--- src/rtl/eeprd_pkg.sv ---
package eeprd_pkg;
  typedef enum logic [2:0] {
    OP_START, OP_RESTART, OP_STOP, OP_TX, OP_RX
  } busOp_e;

  typedef struct packed {
    logic   go;
    busOp_e op;
    logic [7:0] txByte;
    logic   rxNack;
    logic   cfgLock;
  } ctlStrobe_t;

  typedef struct packed {
    logic   done;
    logic   slaveAck;
    logic [7:0] rxByte;
  } dpStatus_t;
endpackage

--- src/rtl/eeprdBitEngine.sv ---
module eeprdBitEngine
  import eeprd_pkg::*;
#(
  parameter int DIV_W    = 16,
  parameter int DEF_HIGH = 300,
  parameter int DEF_LOW  = 300
) (
  input  logic             clk,
  input  logic             rstN,
  input  ctlStrobe_t       ctl,
  input  logic             cfgWe,
  input  logic [DIV_W-1:0] cfgHigh,
  input  logic [DIV_W-1:0] cfgLow,
  input  logic             sdaIn,
  output dpStatus_t        stat,
  output logic             sclOut,
  output logic             sdaOe
);
  localparam int ACK_SLOT = 8;
  localparam logic [DIV_W-1:0] MIN_HIGH = DIV_W'(1);
  localparam logic [DIV_W-1:0] MIN_LOW  = DIV_W'(2);

  logic [DIV_W-1:0] tHigh, tLow, cnt;
  logic             active, sclReg, sdaLowReg, ackReg, doneReg, nackReg;
  busOp_e           opReg;
  logic [1:0]       seg;
  logic [3:0]       bitNo;
  logic [7:0]       shiftReg;

  function automatic logic [DIV_W-1:0] segLen(busOp_e op, logic [1:0] s,
                                               logic [DIV_W-1:0] hi, logic [DIV_W-1:0] lo);
    if (op == OP_START) return hi;
    case (s)
      2'd0:    return lo >> 1;
      2'd1:    return lo - (lo >> 1);
      default: return hi;
    endcase
  endfunction

  // returns {scl, sdaLow}
  function automatic logic [1:0] segDrive(busOp_e op, logic [1:0] s,
                                          logic dataLow, logic prevLow);
    case (op)
      OP_START: return 2'b11;
      OP_RESTART:
        case (s)
          2'd0: return {1'b0, prevLow};
          2'd1: return 2'b00;
          2'd2: return 2'b10;
          default: return 2'b11;
        endcase
      OP_STOP:
        case (s)
          2'd0: return {1'b0, prevLow};
          2'd1: return 2'b01;
          2'd2: return 2'b11;
          default: return 2'b10;
        endcase
      default:
        if (s == 2'd0) return {1'b0, prevLow};
        else return {s == 2'd2, dataLow};
    endcase
  endfunction

  logic       isByte, segEnd, lastSeg, slotsDone, finish, sampleNow, dataLowN;
  logic [1:0] nSeg;
  logic [3:0] nBit;
  logic [7:0] shiftNext;

  always_comb begin
    isByte    = (opReg == OP_TX) || (opReg == OP_RX);
    segEnd    = active && (cnt == '0);
    lastSeg   = (opReg == OP_START) ? 1'b1 : (isByte ? (seg == 2'd2) : (seg == 2'd3));
    slotsDone = isByte ? (bitNo == 4'(ACK_SLOT)) : 1'b1;
    finish    = segEnd && lastSeg && slotsDone;
    nSeg      = lastSeg ? 2'd0 : seg + 2'd1;
    nBit      = lastSeg ? bitNo + 4'd1 : bitNo;
    sampleNow = segEnd && isByte && (seg == 2'd2);
    shiftNext = (sampleNow && bitNo < 4'(ACK_SLOT)) ? {shiftReg[6:0], sdaIn} : shiftReg;
    if (opReg == OP_TX) dataLowN = (nBit < 4'(ACK_SLOT)) ? ~shiftNext[7] : 1'b0;
    else                dataLowN = (nBit < 4'(ACK_SLOT)) ? 1'b0 : ~nackReg;
  end

  always_ff @(posedge clk) begin
    if (!rstN) begin
      tHigh     <= DIV_W'(DEF_HIGH);
      tLow      <= DIV_W'(DEF_LOW);
      active    <= 1'b0;
      opReg     <= OP_STOP;
      seg       <= 2'd0;
      bitNo     <= 4'd0;
      cnt       <= '0;
      shiftReg  <= 8'd0;
      nackReg   <= 1'b0;
      sclReg    <= 1'b1;
      sdaLowReg <= 1'b0;
      ackReg    <= 1'b0;
      doneReg   <= 1'b0;
    end else begin
      doneReg <= 1'b0;
      if (cfgWe && !ctl.cfgLock && !active) begin
        tHigh <= (cfgHigh < MIN_HIGH) ? MIN_HIGH : cfgHigh;
        tLow  <= (cfgLow  < MIN_LOW)  ? MIN_LOW  : cfgLow;
      end
      if (!active) begin
        if (ctl.go) begin
          active   <= 1'b1;
          opReg    <= ctl.op;
          shiftReg <= ctl.txByte;
          nackReg  <= ctl.rxNack;
          seg      <= 2'd0;
          bitNo    <= 4'd0;
          cnt      <= segLen(ctl.op, 2'd0, tHigh, tLow) - DIV_W'(1);
          {sclReg, sdaLowReg} <= segDrive(ctl.op, 2'd0, 1'b0, sdaLowReg);
        end
      end else if (cnt != '0) begin
        cnt <= cnt - DIV_W'(1);
      end else begin
        shiftReg <= shiftNext;
        if (sampleNow && bitNo == 4'(ACK_SLOT)) ackReg <= ~sdaIn;
        if (finish) begin
          active  <= 1'b0;
          doneReg <= 1'b1;
        end else begin
          seg   <= nSeg;
          bitNo <= nBit;
          cnt   <= segLen(opReg, nSeg, tHigh, tLow) - DIV_W'(1);
          {sclReg, sdaLowReg} <= segDrive(opReg, nSeg, dataLowN, sdaLowReg);
        end
      end
    end
  end

  assign sclOut        = sclReg;
  assign sdaOe         = sdaLowReg;
  assign stat.done     = doneReg;
  assign stat.slaveAck = ackReg;
  assign stat.rxByte   = shiftReg;

  // data line moves under a high clock only for bus conditions
  a_r10_sda_quiet_high: assert property (@(posedge clk) disable iff (!rstN)
    (sclReg && $past(sclReg) && (sdaLowReg != $past(sdaLowReg)))
      |-> (opReg inside {OP_START, OP_RESTART, OP_STOP}));

  // a clock-low phase never lasts a single clock
  a_r9_low_min: assert property (@(posedge clk) disable iff (!rstN)
    $fell(sclReg) |=> !sclReg);

  // programmed divider values respect their minimums
  a_r9_div_floor: assert property (@(posedge clk) disable iff (!rstN)
    (tLow >= MIN_LOW) && (tHigh >= MIN_HIGH));
endmodule

--- src/rtl/eeprdSequencer.sv ---
module eeprdSequencer
  import eeprd_pkg::*;
#(
  parameter int         CNT_W    = 8,
  parameter logic [6:0] DEV_ADDR = 7'b1010000
) (
  input  logic             clk,
  input  logic             rstN,
  input  logic             cmdValid,
  input  logic [15:0]      cmdPtr,
  input  logic [CNT_W-1:0] cmdPairs,
  input  dpStatus_t        stat,
  output ctlStrobe_t       ctl,
  output logic [7:0]       byteData,
  output logic             byteValid,
  output logic             nackErr,
  output logic             busy
);
  typedef enum logic [3:0] {
    S_IDLE, S_START, S_ADDRW, S_PTRHI, S_PTRLO,
    S_RESTART, S_ADDRR, S_RDHI, S_RDLO, S_STOP
  } seqState_e;

  seqState_e        state;
  logic             issue, firstXfer, errReg, validReg;
  logic [15:0]      ptrReg;
  logic [CNT_W-1:0] pairsLeft;
  logic [7:0]       byteReg;

  always_comb begin
    ctl.go      = issue && (state != S_IDLE);
    ctl.rxNack  = (state == S_RDLO);
    ctl.cfgLock = (state != S_IDLE);
    ctl.txByte  = 8'd0;
    case (state)
      S_START:   ctl.op = OP_START;
      S_RESTART: ctl.op = OP_RESTART;
      S_RDHI, S_RDLO: ctl.op = OP_RX;
      S_ADDRW, S_PTRHI, S_PTRLO, S_ADDRR: ctl.op = OP_TX;
      default:   ctl.op = OP_STOP;
    endcase
    case (state)
      S_ADDRW: ctl.txByte = {DEV_ADDR, 1'b0};
      S_PTRHI: ctl.txByte = ptrReg[15:8];
      S_PTRLO: ctl.txByte = ptrReg[7:0];
      S_ADDRR: ctl.txByte = {DEV_ADDR, 1'b1};
      default: ctl.txByte = 8'd0;
    endcase
  end

  always_ff @(posedge clk) begin
    if (!rstN) begin
      state     <= S_IDLE;
      issue     <= 1'b0;
      firstXfer <= 1'b0;
      errReg    <= 1'b0;
      validReg  <= 1'b0;
      ptrReg    <= 16'd0;
      pairsLeft <= '0;
      byteReg   <= 8'd0;
    end else begin
      validReg <= 1'b0;
      if (ctl.go) issue <= 1'b0;
      if (state == S_IDLE) begin
        if (cmdValid && cmdPairs != '0) begin
          ptrReg    <= cmdPtr;
          pairsLeft <= cmdPairs;
          firstXfer <= 1'b1;
          errReg    <= 1'b0;
          state     <= S_START;
          issue     <= 1'b1;
        end
      end else if (stat.done) begin
        issue <= 1'b1;
        case (state)
          S_START: state <= firstXfer ? S_ADDRW : S_ADDRR;
          S_ADDRW, S_PTRHI, S_PTRLO, S_ADDRR:
            if (!stat.slaveAck) begin
              errReg <= 1'b1;
              state  <= S_STOP;
            end else begin
              case (state)
                S_ADDRW: state <= S_PTRHI;
                S_PTRHI: state <= S_PTRLO;
                S_PTRLO: state <= S_RESTART;
                default: state <= S_RDHI;
              endcase
            end
          S_RESTART: state <= S_ADDRR;
          S_RDHI: begin
            byteReg  <= stat.rxByte;
            validReg <= 1'b1;
            state    <= S_RDLO;
          end
          S_RDLO: begin
            byteReg   <= stat.rxByte;
            validReg  <= 1'b1;
            pairsLeft <= pairsLeft - CNT_W'(1);
            firstXfer <= 1'b0;
            state     <= S_STOP;
          end
          default:
            if (!errReg && pairsLeft != '0) state <= S_START;
            else begin
              state <= S_IDLE;
              issue <= 1'b0;
            end
        endcase
      end
    end
  end

  assign byteData  = byteReg;
  assign byteValid = validReg;
  assign nackErr   = errReg;
  assign busy      = (state != S_IDLE);

  // the byte strobe is a single-clock pulse
  a_r7_valid_single: assert property (@(posedge clk) disable iff (!rstN)
    byteValid |=> !byteValid);

  // no byte is delivered once the error flag is up
  a_r8_no_data_on_err: assert property (@(posedge clk) disable iff (!rstN)
    nackErr |-> !byteValid);

  // busy only drops when the bit engine has just finished a bus operation
  a_r5_busy_end_on_done: assert property (@(posedge clk) disable iff (!rstN)
    $fell(busy) |-> $past(stat.done));

  // an accepted command makes the block busy on the next clock
  a_r2_accept: assert property (@(posedge clk) disable iff (!rstN)
    (!busy && cmdValid && cmdPairs != '0) |=> busy);
endmodule

--- src/rtl/eepromStreamReader.sv ---
module eepromStreamReader
  import eeprd_pkg::*;
#(
  parameter int         DIV_W    = 16,
  parameter int         CNT_W    = 8,
  parameter int         DEF_HIGH = 300,
  parameter int         DEF_LOW  = 300,
  parameter logic [6:0] DEV_ADDR = 7'b1010000
) (
  input  logic             clk,
  input  logic             rstN,
  input  logic             cfgWe,
  input  logic [DIV_W-1:0] cfgHigh,
  input  logic [DIV_W-1:0] cfgLow,
  input  logic             cmdValid,
  input  logic [15:0]      cmdPtr,
  input  logic [CNT_W-1:0] cmdPairs,
  input  logic             sdaIn,
  output logic             sclOut,
  output logic             sdaOe,
  output logic [7:0]       byteData,
  output logic             byteValid,
  output logic             nackErr,
  output logic             busy
);
  ctlStrobe_t ctl;
  dpStatus_t  stat;

  eeprdSequencer #(.CNT_W(CNT_W), .DEV_ADDR(DEV_ADDR)) i_seq (
    .clk(clk), .rstN(rstN), .cmdValid(cmdValid), .cmdPtr(cmdPtr),
    .cmdPairs(cmdPairs), .stat(stat), .ctl(ctl), .byteData(byteData),
    .byteValid(byteValid), .nackErr(nackErr), .busy(busy)
  );

  eeprdBitEngine #(.DIV_W(DIV_W), .DEF_HIGH(DEF_HIGH), .DEF_LOW(DEF_LOW)) i_eng (
    .clk(clk), .rstN(rstN), .ctl(ctl), .cfgWe(cfgWe), .cfgHigh(cfgHigh),
    .cfgLow(cfgLow), .sdaIn(sdaIn), .stat(stat), .sclOut(sclOut), .sdaOe(sdaOe)
  );
endmodule

--- config.mk ---
export PLATFORM = sky130hd
export DESIGN_NAME = eepromStreamReader
export DESIGN_NICKNAME = d
export VERILOG_FILES = /design/src/rtl/eeprd_pkg.sv /design/src/rtl/eeprdBitEngine.sv /design/src/rtl/eeprdSequencer.sv /design/src/rtl/eepromStreamReader.sv
export SDC_FILE = /design/constraint.sdc
export NUM_CORES = 1
export LEC_CHECK = 0
export BUFFER_PORTS_ARGS = -buffer_cell sky130_fd_sc_hd__buf_2
export CORE_MARGIN = 2
export CORE_UTILIZATION = 54
export DETAILED_ROUTE_END_ITERATION = 16
export PLACE_DENSITY = 0.77
export SLEW_MARGIN = 0
export SYNTH_ARGS = -nofsm -noshare
export SYNTH_HDL_FRONTEND = slang
export SYNTH_SLANG_ARGS = --single-unit
--- constraint.sdc ---
create_clock -name clk -period 3.31 [get_ports clk]
set_input_delay 0.8275 -clock clk [delete_from_list [all_inputs] [get_ports clk]]
set_output_delay 0.8275 -clock clk [all_outputs]
set_load 0.005 [all_outputs]
**Word level (Yosys, flattened, before mapping)**

Memory sizes are Yosys's and may differ from the RTL's. A register that Yosys moved wholly into a read port is not among the register bits.
Cells that the tools add are included.

- $add $sub $neg: 7
- Magnitude comparators: 4
- Eq/ne operators: 26
- Mux-type cells: 96
- Bitwise operators: 8
- Reductions and logical operators: 47

Operators by type and width:

| kind | count |
|---|---|
| 16-bit 2-to-1 mux | 17 |
| 8-bit 2-to-1 mux | 8 |
| 16-bit by 1-bit subtractor with 16-bit output (second input constant) | 3 |
| 1-bit 2-to-1 mux | 45 |
| 4-bit 2-to-1 mux | 11 |
| 16-bit case mux with 2 select lines | 1 |
| 8-bit case mux with 4 select lines | 1 |
| 4-bit case mux with 5 select lines | 1 |
| 2-bit case mux with 3 select lines | 3 |
| 4-bit by 3-bit equality test with 1-bit output (second input constant) | 4 |
| 16-bit logical NOT | 1 |
| 16-bit by 1-bit less-than comparator with 1-bit output (second input constant) | 1 |
| 16-bit by 2-bit less-than comparator with 1-bit output (second input constant) | 1 |
| 16-bit nonzero test | 1 |
| 8-bit nonzero test | 2 |
| 16-bit by 15-bit subtractor with 16-bit output | 1 |
| 3-bit AND reduction | 5 |
| 2-bit 2-to-1 mux | 7 |
| 1-bit logical AND | 12 |
| 3-bit != test (second input constant) | 4 |
| 2-bit != test (second input constant) | 5 |
| 2-bit AND reduction | 5 |
| 2-bit nonzero test | 5 |
| 3-bit case mux with 3 select lines | 1 |
| other kinds (26) | 43 |

- Bits in registers: 111
- ROM bits: 48
- Bits of input ports: 61
- Output and inout bits: 13
- Word-level logic and storage cells: 211
- Memories kept: 1

Memory list:

| name | words | bits a word | read ports | clocked after memory_dff | wr ports | RTL line | text |
|---|---|---|---|---|---|---|---|
| (no name shown) | 16 | 3 | 1 | 1 | 0 | eeprdSequencer.sv:35 | `case (state)` |

**Longest topological paths before layout**

Gate-level depths: netlist of run 1.

- Depth in word-level cells: 19
- Mapped depth: 18
- Mapped depth without buffers: 17

**By module**

Synthesis of run 1 repeated with hierarchy kept, for this count alone.

- Cells, all modules: 921
- Area, all modules: 7200.7 sq um

Modules (own cells, without submodules):

| module | instances | cells an instance | area an instance (sq um) | sequential area each (sq um) |
|---|---|---|---|---|
| eeprdBitEngine | 1 | 666 | 5076.1 | 1421.4 |
| eeprdSequencer | 1 | 255 | 2124.5 | 860.8 |

**Worst setup path after synthesis of run 1**

Ideal clock, no wire load.

- Path type: reg2reg
- Start point: reg i_eng.opReg[2]
- End point: reg i_eng.cnt[14]
- Library setup time: 0.062 ns
- Arrival: 3.472 ns
- Data required time: 3.248 ns
- Slack: -0.225 ns
- Cell stages (with the launch flop): 19
- Path buffers: 2
- Clock period less this slack: 3.535 ns
- Cell sequence: dfxtp_1 buf_2 nand2b_1 mux2i_1 mux2i_1 nor2_1 inv_1 ha_1 o31a_2 nor2_2 buf_2 a21oi_1 o221a_2 ha_1 nand2_1 nor4b_2 inv_1 or4_1 nand3_1

- Cells in the longest elaborated chain, start to end: 16
- Elaborated cells between the ends (all ways): 29
- Those cells by class: add/sub: 1; eq/ne: 4; mux: 18; reduce/logical: 6

RTL lines:

| item | RTL line | text |
|---|---|---|
| from (decl) | eeprdBitEngine.sv:25 | `busOp_e opReg;` |
| from (signal assigned) | eeprdBitEngine.sv:108 | `opReg <= ctl.op;` |
| 3-bit by 2-bit equality test with 1-bit output / 3-bit equality test (equally long branches) | eeprdBitEngine.sv:71 | `isByte = (opReg == OP_TX) \|\| (opReg == OP_RX);` |
| 1-bit logical OR | eeprdBitEngine.sv:71 |  |
| 1-bit 2-to-1 mux (2 in a row) | eeprdBitEngine.sv:73 | `lastSeg = (opReg == OP_START) ? 1'b1 : (isByte ? (seg == 2'd2) : (seg == 2'd3));` |
| 2-bit 2-to-1 mux | eeprdBitEngine.sv:76 | `nSeg = lastSeg ? 2'd0 : seg + 2'd1;` |
| 2-bit by 1-bit equality test with 1-bit output / 2-bit logical NOT (equally long branches) | eeprdBitEngine.sv:33 | `case (s)` |
| 16-bit case mux with 2 select lines | eeprdBitEngine.sv:33 |  |
| 16-bit 2-to-1 mux | eeprdBitEngine.sv:33 |  |
| 16-bit 2-to-1 mux | eeprdBitEngine.sv:121 | `if (finish) begin` |
| 16-bit 2-to-1 mux | eeprdBitEngine.sv:116 | `end else if (cnt != '0) begin` |
| 16-bit 2-to-1 mux | eeprdBitEngine.sv:105 | `if (!active) begin` |
| 16-bit 2-to-1 mux | eeprdBitEngine.sv:85 | `if (!rstN) begin` |
| 16-bit by 1-bit subtractor with 16-bit output | eeprdBitEngine.sv:127 | `cnt <= segLen(opReg, nSeg, tHigh, tLow) - DIV_W'(1);` |
| 16-bit 2-to-1 mux | eeprdBitEngine.sv:121 |  |
| 16-bit 2-to-1 mux | eeprdBitEngine.sv:116 |  |
| 16-bit 2-to-1 mux | eeprdBitEngine.sv:105 |  |
| to (signal assigned) | eeprdBitEngine.sv:113 | `cnt <= segLen(ctl.op, 2'd0, tHigh, tLow) - DIV_W'(1);` |
| to (signal assigned) | eeprdBitEngine.sv:117 | `cnt <= cnt - DIV_W'(1);` |
| to (signal assigned) | eeprdBitEngine.sv:127 |  |
| to (decl) | eeprdBitEngine.sv:23 | `logic [DIV_W-1:0] tHigh, tLow, cnt;` |

Parallel ways exist; a longest one is shown, timed or not. The select of a mux whose other input is x is not followed.
A chain may end at the register's enable or synchronous reset.

**Worst setup path after layout of run 1**

- Start point: reg i_eng.opReg[2]
- End point: reg i_eng.cnt[15]

Same word-level chain as after synthesis.

==> results of run 1 <==
[placed cells by master (no fill, tap or decap), drive strengths merged, types with 9 or more instances in the layout]
| master | n |
|---|---|
| nand2 | 152 |
| o21ai | 40 |
| a22oi | 16 |
| nand2b | 11 |
| o211ai | 13 |
| buf | 135 |
| inv | 51 |
| nor2 | 101 |
| a221oi | 11 |
| o22ai | 10 |
| a21oi | 81 |
| clkbuf | 18 |
| ha | 27 |
| nor4 | 14 |
| a211oi | 18 |
| dfxtp | 114 |
| a31oi | 9 |
| nand3 | 24 |
| mux2i | 24 |
| nor3 | 19 |
[registers in the layout (all words and copies together), names as in the netlist, 3 cells and up]
signal and cells:
i_eng.tLow 16, i_eng.cnt 16, i_eng.tHigh 16, i_seq.pairsLeft 8, i_eng.shiftReg 8, i_eng.bitNo 4, i_seq.ptrReg 16, i_seq.ctl 3
i_eng.opReg 3, i_seq.state 4, i_seq.byteData 8
[cell families (layout without fill, tap and decap cells)]
family | after synthesis | count (layout) | synth area share, %
flops | 114 | 114 | 33.1
xor+xnor | 12 | 12 | 1.52
fa+ha+maj | 28 | 28 | 5.19
simple gates | 375 | 376 | 25.4
compound gates | 259 | 259 | 25.5
buf+inv | 97 | 213 | 5.75
mux | 24 | 24 | 3.48
[synth_stat cells, types with 4 or more instances]
| library cell | n | area [um^2] |
|---|---|---|
| a211oi_1 | 17 | 128 |
| a21o_1 | 4 | 30.0 |
| a21oi_1 | 80 | 400 |
| a221oi_1 | 10 | 87.6 |
| a22o_1 | 7 | 61.3 |
| a22oi_1 | 16 | 120 |
| a311oi_1 | 4 | 35.0 |
| a31oi_1 | 8 | 50.1 |
| and2_1 | 7 | 43.8 |
| and3_1 | 4 | 25.0 |
| buf_2 | 5 | 25.0 |
| clkbuf_1 | 40 | 150 |
| dfxtp_1 | 114 | 2280 |
| ha_1 | 27 | 338 |
| inv_1 | 46 | 173 |
| mux2i_1 | 24 | 240 |
| nand2_1 | 152 | 571 |
| nand2b_1 | 11 | 68.8 |
| nand3_1 | 22 | 110 |
| nand3b_1 | 4 | 30.0 |
| nand4_1 | 5 | 31.3 |
| nor2_1 | 99 | 372 |
| nor2b_1 | 8 | 50.1 |
| nor3_1 | 18 | 90.1 |
| nor3b_1 | 6 | 45.0 |
| nor4_1 | 13 | 81.3 |
| o211ai_1 | 13 | 97.6 |
| o21a_1 | 4 | 30.0 |
| o21ai_0 | 35 | 175 |
| o221ai_1 | 8 | 70.1 |
| o22ai_1 | 9 | 56.3 |
| or2_2 | 4 | 25.0 |
| or3_1 | 6 | 37.5 |
| xnor2_1 | 5 | 43.8 |
| xor2_1 | 7 | 61.3 |
[critical path, stage by stage, from the launching register on]
cell       delay, ns
dfxtp_4         0.35
nand2b_4        0.15
mux2i_4         0.19
mux2i_4         0.21
nor2_2          0.09
inv_2           0.10
ha_4            0.16
o31a_4          0.21
nor2_4          0.08
o2bb2ai_2       0.12
a221oi_2        0.25
buf_4           0.19
nand3_4         0.10
nor4b_4         0.36
o211ai_1        0.17
o211a_1         0.26
o32ai_2         0.23
[how the worst min path moves through the flow]
stage | start | end | slack, ns
after floorplan | i_seq.ptrReg[0] | i_seq.ptrReg[0] | 0.43
after global placement | i_seq.ptrReg[12] | i_seq.ptrReg[12] | 0.44
after detailed placement | i_seq.ptrReg[10] | i_seq.ptrReg[10] | 0.45
after CTS | i_seq.ptrReg[6] | i_seq.ptrReg[6] | 0.46
after global routing | i_seq.ptrReg[6] | i_seq.ptrReg[6] | 0.48
final | i_seq.ptrReg[6] | i_seq.ptrReg[6] | 0.45
[layer usage]
metal	GRT usage (%)	vias up
met3	5.77	47
met5	0	-
li1	-	3481
met2	46.3	329
met1	42.8	3388
met4	8.39	0
[layout make-up]
class                           count  area [um^2]
Timing Repair Buffer              135          870
Clock buffer                       18          439
Tap cell                          172          215
Fill cell                        1031         3960
Multi-Input combinational cell    699         4490
Clock inverter                     14          126
Sequential cell                   114         2290
Inverter                           46          175
[stage by stage]
step	setup slack (ns)	setup TNS, ns	instances
floorplan	-0.00946	-0.00946	909
global placement	0.0164	0	1146
detailed placement	-0.121	-0.121	1146
CTS	0.00253	0	1186
global route	-0.125	-0.440	1198
finish	-0.0137	-0.0207	1198
[repair_timing]
action,4_1_cts,5_1_grt
buffers inserted,8,11
cloned,0,1
resized for setup,11,29
pin swaps,11,27
endpoints found under the setup margin,2,11
hold endpoints to repair,0,0
hold buffers,0,0
[power by group through the flow]
stage	registers (uW)	clock network (uW)	logic (uW)
CTS	1530	1770	967
detailed placement	1560	0	929
floorplan	1520	0	689
global placement	1560	0	913
finish	1530	1760	1050
global route	1540	1830	1150
==> results.json, run 1 <==
{
  "status": "finished, violations left",
  "violations": "setup timing",
  "p_sw_share_pct": 31.9,
  "setup_slack_ns": -0.0137,
  "wl_met1_um": 9100,
  "grt_pass1_vias": 6610,
  "synth_nets": 998,
  "cts_buffers": 17,
  "core-area_um2": 12600,
  "wl_met2_um": 9090,
  "path_max_fanout": 6,
  "finClkSkew_ns": 0.0132,
  "grt_max_degree": 35,
  "worstSetupEndpointType": "flop",
  "grt_pass1_wl_um": 32300,
  "die_x_um": 117,
  "powerDensity_nw_per_um2": 505,
  "avgViaCountPerCell": 6.05,
  "critPathLaunchType": "flop",
  "drt-total-wl_um": 20000,
  "post-route-util_pct": 68.5,
  "avgSynthCellArea_um2": 7.59,
  "pwr-share-seq_pct": 35.3,
  "grt_use_total_pct": 30.0,
  "area_growth_pct": 24.8,
  "synth_flop_cell": "dfxtp_1",
  "drc_errors": 0,
  "highest_layer": "met4",
  "die_area_um2": 13700,
  "reg2reg_from": "i_eng.opReg[2]",
  "portBuffers": 73,
  "cp.arrival_ns": 3.65,
  "grt-ovfl-total": 0,
  "critical_path_required_ns": 3.64,
  "clkPwrFrac_pct": 40.5,
  "setup_viol": 2,
  "cts_buffer_depth": 2,
  "ant_nets": 0,
  "hpwl_um": 14100,
  "syn_inst": 909,
  "cts_tree": "done",
  "slew_viol_final": 0,
  "fp-row-count": 41,
  "total_power_uw": 4340,
  "routedWlPerCell_um": 16.7,
  "fin_nets": 1102,
  "fmax_mhz": 301,
  "met3WireLength_um": 1520,
  "combPwrFrac_pct": 24.3,
  "hold_ws_ns": 0.454,
  "r2r_end": "i_eng.cnt[15]",
  "place_congestion": 0.974,
  "yosysSeqAreaShare_pct": 33.1,
  "start_util_pct": 54.9,
  "drt_iter0_drc": 697,
  "p_int_uw": 2960,
  "grt_antenna_before_repair": 0,
  "worstRegToRegCells": 16,
  "dieHeight_um": 117,
  "yosysWarnings": 0,
  "rsz0062_at_grt": "true",
  "diodes": 0,
  "p_leak_uw": 0.00351,
  "min_path_type": "flop to flop",
  "cts_max_level": 4,
  "synthArstFlopShare_pct": 0,
  "cts.sinks": 114,
  "max-vdd-ir-drop_uv": 432,
  "final_area_um2": 8610,
  "criticalPathCategory": "flop to flop",
  "cts.clk_slew.worst_paths_ns": 0.06,
  "min_period_over_period_pct": 100,
  "worst_pin_slew_ns": 0.813,
  "synth_cell_type_count": 79,
  "num_io_pins": 74,
  "netlist_area_um2": 6900,
  "min_path_cells": 2,
  "ys_ff_latch": 114,
  "drive_above_1_share_pct": 22.3,
  "clock_latency_ns": 0.42,
  "maxSlewHeadroom_pct": 45.3,
  "dr_total_vias": 7245,
  "crit_start": "i_eng.opReg[2]",
  "drt-pass1-iter-count": 6,
  "hold_viol_final": 0,
  "p_sw_uw": 1390,
  "root_buffer": "clkbuf_16",
  "endpoint": "i_eng.cnt[15]",
  "finalCriticalPeriod_ns": 3.32,
  "ff2ff_setup_slack_ns": -0.01,
  "synth_edf_count": 0,
  "placed_area_um2": 7680,
  "maxCapViolCount": 0
}
Power figures use the tool's default switching activity.
==> run 2: changes to the inputs <==
Settings changed: CORE_MARGIN 2 to unset.
==> run 2 against run 1 <==
The flow now finishes without violations. Final area fell by 1.7%. Utilization rose by 0.78 points. Power fell by 2.6%. Sequential power barely moved. Global-route usage rose by 0.36 points. Flip-flop and latch count did not move. Critical path type unchanged. Critical endpoint unchanged.
==> results.json, run 2 (synthesis gave the netlist of run 1 again) <==
{
  "num_io_pins": 74,
  "cp.arrival_ns": 3.61,
  "min_path_type": "flop to flop",
  "cts.clk_slew.worst_paths_ns": 0.06,
  "routedWlPerCell_um": 16.5,
  "min_period_over_period_pct": 99.0,
  "pwr-share-seq_pct": 36.3,
  "grt-ovfl-total": 0,
  "slowest_delay_ns": 0.37,
  "rsz0062_at_grt": "true",
  "drt-pass1-iter-count": 6,
  "fmax_mhz": 305,
  "fin_nets": 1093,
  "dr_total_vias": 7067,
  "cp_slowest_cell": "dfxtp_4",
  "grt_max_degree": 55,
  "core-area_um2": 12200,
  "p_leak_uw": 0.00345,
  "fp-row-count": 40,
  "maxCapViolCount": 0,
  "drc_errors": 0,
  "die_area_um2": 13200,
  "cts_tree": "done",
  "drt_iter0_drc": 543,
  "hpwl_um": 13700,
  "worst_pin_slew_ns": 0.756,
  "hold_ws_ns": 0.454,
  "portBuffers": 73,
  "die_x_um": 115,
  "grt_pass1_vias": 6260,
  "p_sw_share_pct": 32.5,
  "finClkSkew_ns": 0.00940,
  "path_max_fanout": 6,
  "root_buffer": "clkbuf_16",
  "setup_slack_ns": 0.0344,
  "avgViaCountPerCell": 5.96,
  "max-vdd-ir-drop_uv": 335,
  "mostFrequentLayoutCells": "nand2_1 (151), dfxtp_1 (110), nor2_1 (97)",
  "powerDensity_nw_per_um2": 500,
  "final_common_cell": "nand2_1",
  "start_util_pct": 56.5,
  "hold_viol_final": 0,
  "dp_worst_setup_slack_ns": -0.0583,
  "setup_tns_ns": 0,
  "clock_latency_ns": 0.42,
  "p_sw_uw": 1370,
  "post-route-util_pct": 69.3,
  "place_congestion": 0.918,
  "diodes": 0,
  "area_growth_pct": 22.6,
  "drt-total-wl_um": 19600,
  "grt_antenna_before_repair": 0,
  "worstSetupEndpointType": "flop",
  "cts.sinks": 114,
  "slew_viol_final": 0,
  "dieHeight_um": 115,
  "grt_pass1_wl_um": 31200,
  "clkPwrFrac_pct": 39.9,
  "drive_above_1_share_pct": 21.1,
  "criticalPathCategory": "flop to flop",
  "status": "completed",
  "cts_max_level": 4,
  "setup_viol": 0,
  "critPathLaunchType": "flop",
  "ant_nets": 0,
  "p_int_uw": 2860,
  "cts_buffers": 17,
  "maxSlewHeadroom_pct": 49.2,
  "critical_path_required_ns": 3.65,
  "cts_buffer_depth": 2,
  "finalCriticalPeriod_ns": 3.28,
  "path_cells": "nand2b_4, mux2i_4, mux2i_4, nor2_2, inv_2, ha_4, buf_4, a32oi_2, o2bb2ai_2, a221oi_2, buf_4, nand3_4, nor4b_4, o211ai_1, o211a_1, o32ai_2",
  "grt_use_total_pct": 30.3,
  "combPwrFrac_pct": 23.7
}
run 2: per-layer routing:
metal,share of wire (%),global-route usage [%],vias up
met3,8.5,8.01,43
met4,1.8,9.70,0
met1,46,42.9,3281
met2,43,44.7,281
li1,-,-,3462
met5,0,0,-
run 2: path summary, 6_finish.rpt:
path,start,endpoint,slack (ns),cells past startpoint
setup reg to reg,i_eng.opReg[2],i_eng.cnt[15],0.03,16
hold / removal,i_seq.ptrReg[1],i_seq.ptrReg[1],0.45,2
hold reg to reg,i_seq.ptrReg[1],i_seq.ptrReg[1],0.45,2
setup / recovery,i_eng.opReg[2],i_eng.cnt[15],0.03,16
run 2: layout make-up:
cell class                 instances  area, um^2
inverter                          46         175
fill                            1045        3750
timing repair buffer             126         787
tap                              168         210
clock buffer                      18         439
multi-input combinational        699        4450
sequential                       114        2290
clock inverter                    14         105
run 2: worst max-delay path, delay by kind of cell (launching register included):
family / cells / cell delay [ns]
compound gates: 6 / 1.14
flops: 1 / 0.37
mux: 2 / 0.36
buf+inv: 3 / 0.40
fa+ha+maj: 1 / 0.17
simple gates: 4 / 0.74
run 2: power by group through the flow:
| stage | clock, uW | sequential, uW | combinational, uW |
|---|---|---|---|
| 2_1_floorplan | 0 | 1520 | 689 |
| 3_3_place_gp | 0 | 1560 | 910 |
| 3_5_place_dp | 0 | 1560 | 922 |
| 4_1_cts | 1700 | 1530 | 942 |
| 5_1_grt | 1760 | 1540 | 1110 |
| 6_report | 1690 | 1540 | 1000 |
run 2: what timing repair did:
action / CTS / global route
resized for setup: 5 / 24
cloned: 0 / 1
setup endpoints to repair: 1 / 9
hold buffers: 0 / 0
pin swaps: 7 / 18
setup buffers: 5 / 8
run 2: per-stage QoR:
stage | power [uW] | instance area [um^2] | std cells
final | 4230 | 8460 | 1185
after global routing | 4410 | 8460 | 1185
after CTS | 4170 | 8260 | 1176
after detailed placement | 2480 | 7660 | 1139
after global placement | 2470 | 7660 | 1139
after floorplan | 2210 | 7010 | 909
==> run 3: changes to the inputs <==
Settings changed: CORE_UTILIZATION 54 to 55, CTS_BUF_LIST set to sky130_fd_sc_hd__clkbuf_8, PLACE_DENSITY 0.77 to 0.78.
==> run 3 against run 2 <==
First-iteration DRC count is 8.3% lower. Final cell count is 0.17% higher. Final area is 1.4% lower. Clock skew is 0.0013 ns higher. Clock-buffer cell count stayed put. Non-clock buffer count is 2 higher. Clock power is 12% lower. Via count is 0.16% higher. Critical path type unchanged. Largest cell class unchanged. Highest routed layer unchanged.
==> results.json, run 3 (synthesis gave the netlist of run 1 again) <==
{
  "drt-pass1-iter-count": 6,
  "maxSlewHeadroom_pct": 40.2,
  "root_buffer": "clkbuf_8",
  "p_sw_share_pct": 32.3,
  "finClkSkew_ns": 0.0107,
  "dr_total_vias": 7078,
  "place_congestion": 0.904,
  "met1_usage_pct": 43.6,
  "drive_above_1_share_pct": 21.1,
  "diodes": 0,
  "cts_buffer_depth": 2,
  "die_x_um": 114,
  "max-vdd-ir-drop_uv": 315,
  "fp-row-count": 40,
  "clkPwrFrac_pct": 36.9,
  "status": "completed",
  "rsz0062_at_grt": "true",
  "crit_top_cell": "mux2i_4",
  "worstRegToRegCells": 16,
  "start_util_pct": 56.9,
  "powerDensity_nw_per_um2": 483,
  "die_area_um2": 13000,
  "cts.sinks": 114,
  "avgViaCountPerCell": 5.96,
  "dp.cells": 1141,
  "cp.arrival_ns": 3.59,
  "ant_nets": 0,
  "holdBufCountCts": 0,
  "final_common_cell": "nand2_1",
  "maxCapViolCount": 0,
  "pwr-share-seq_pct": 38.0,
  "drt_iter0_drc": 498,
  "dieHeight_um": 114,
  "fillers": 1058,
  "slowest_delay_ns": 0.36,
  "min_period_over_period_pct": 97.7,
  "grt_use_total_pct": 30.5,
  "hold_ws_ns": 0.458,
  "hpwl_um": 13700,
  "grt_pass1_vias": 6258,
  "drc_errors": 0,
  "slew_viol_final": 0,
  "dp_worst_setup_slack_ns": -0.0653,
  "grt-ovfl-total": 0,
  "grt_max_degree": 32,
  "p_leak_uw": 0.00341,
  "path_cells": "nand2b_4, mux2i_4, mux2i_4, nor2_2, inv_2, ha_4, o31a_4, nor2_4, o2bb2ai_2, a221oi_2, buf_4, nand3_4, nor4b_4, o211ai_1, o211a_1, o32ai_1",
  "critPathLaunchType": "flop",
  "drt-total-wl_um": 19300,
  "path_max_fanout": 7,
  "criticalPathCategory": "flop to flop",
  "cts_buffers": 17,
  "use_met2_pct": 45.5,
  "grt-busiest-layer": "met2",
  "combPwrFrac_pct": 25.1,
  "setup_viol": 0,
  "hold_viol_final": 0,
  "cp_slowest_cell": "dfxtp_4",
  "cts_max_level": 4,
  "critical_path_required_ns": 3.66,
  "core-area_um2": 12100,
  "routedWlPerCell_um": 16.3,
  "multi_input_area_um2": 4420,
  "stdcell_count": 1187,
  "portBuffers": 73,
  "post-route-util_pct": 68.8,
  "seq_area_um2": 2290,
  "p_sw_uw": 1300,
  "setup_slack_ns": 0.0758,
  "finalCriticalPeriod_ns": 3.23,
  "area_growth_pct": 20.9,
  "mostFrequentLayoutCells": "nand2_1 (150), dfxtp_1 (110), nor2_1 (97)",
  "worstSetupEndpointType": "flop",
  "p_int_uw": 2730,
  "min_path_cells": 2,
  "worst_pin_slew_ns": 0.889,
  "met3_usage_pct": 7.60,
  "grt_antenna_before_repair": 0,
  "num_io_pins": 74,
  "fin_nets": 1095,
  "min_path_type": "flop to flop",
  "total_power_uw": 4020,
  "fmax_mhz": 309,
  "grt_pass1_wl_um": 31400,
  "cts.clk_slew.worst_paths_ns": 0.08,
  "cts_tree": "done",
  "clock_latency_ns": 0.45
}
[run 3: cell count changes in the layout (fill, tap and decap cells not counted), sizes merged]
cell / before / now
buf: 126 / 128
bufinv: 0 / 4
clkinv: 5 / 3
clkinvlp: 5 / 3
[run 3: path summary, 6_finish.rpt]
| kind | start | slack (ns) | end |
|---|---|---|---|
| worst min register to register | i_seq.ptrReg[8] | 0.46 | i_seq.ptrReg[8] |
| worst max-delay path | i_eng.opReg[2] | 0.08 | i_eng.cnt[15] |
| worst max register to register | i_eng.opReg[2] | 0.08 | i_eng.cnt[15] |
| worst min-delay path | i_seq.ptrReg[8] | 0.46 | i_seq.ptrReg[8] |
[run 3: worst max-delay path: cells and delay by family (launching register included)]
family	cells	cell delay [ns]
mux	2	0.40
simple gates	5	0.73
fa+ha+maj	1	0.15
flops	1	0.36
compound gates	6	1.20
buf+inv	2	0.30
[run 3: repair_timing]
item                       in CTS  in global routing
pin swaps                       7                 11
setup buffers                   6                  7
gates resized for setup         4                 20
cloned                          0                  1
setup endpoints to repair       3                 10
[run 3: per-stage QoR]
stage	instance area (um^2)	setup TNS, ns
final	8340	0
after global routing	8340	-0.109
after CTS	8180	-0.00382
after detailed placement	7670	-0.101
after global placement	7670	0
after floorplan	7010	-0.00946
[run 3: metal layers]
metal / share of wire, % / wire length [um] / up-vias
li1: - / - / 3471
met2: 43 / 8390 / 289
met5: 0 / 0 / -
met3: 7.7 / 1480 / 32
met4: 1.5 / 287 / 0
met1: 47 / 9150 / 3286
[run 3: final cells by class]
type,count,share of cell area [%]
multi-input combinational,699,53.0
sequential,114,27.5
timing repair buffer,128,9.43
clock buffer,18,2.97
tap,168,2.52
clock inverter,14,2.43
inverter,46,2.10
[run 3: power groups by stage]
stage / clock, uW / sequential (uW) / combinational [uW]
after floorplan: 0 / 1520 / 689
after global placement: 0 / 1560 / 911
after detailed placement: 0 / 1560 / 928
after CTS: 1500 / 1530 / 953
after global routing: 1570 / 1540 / 1100
final: 1480 / 1530 / 1010
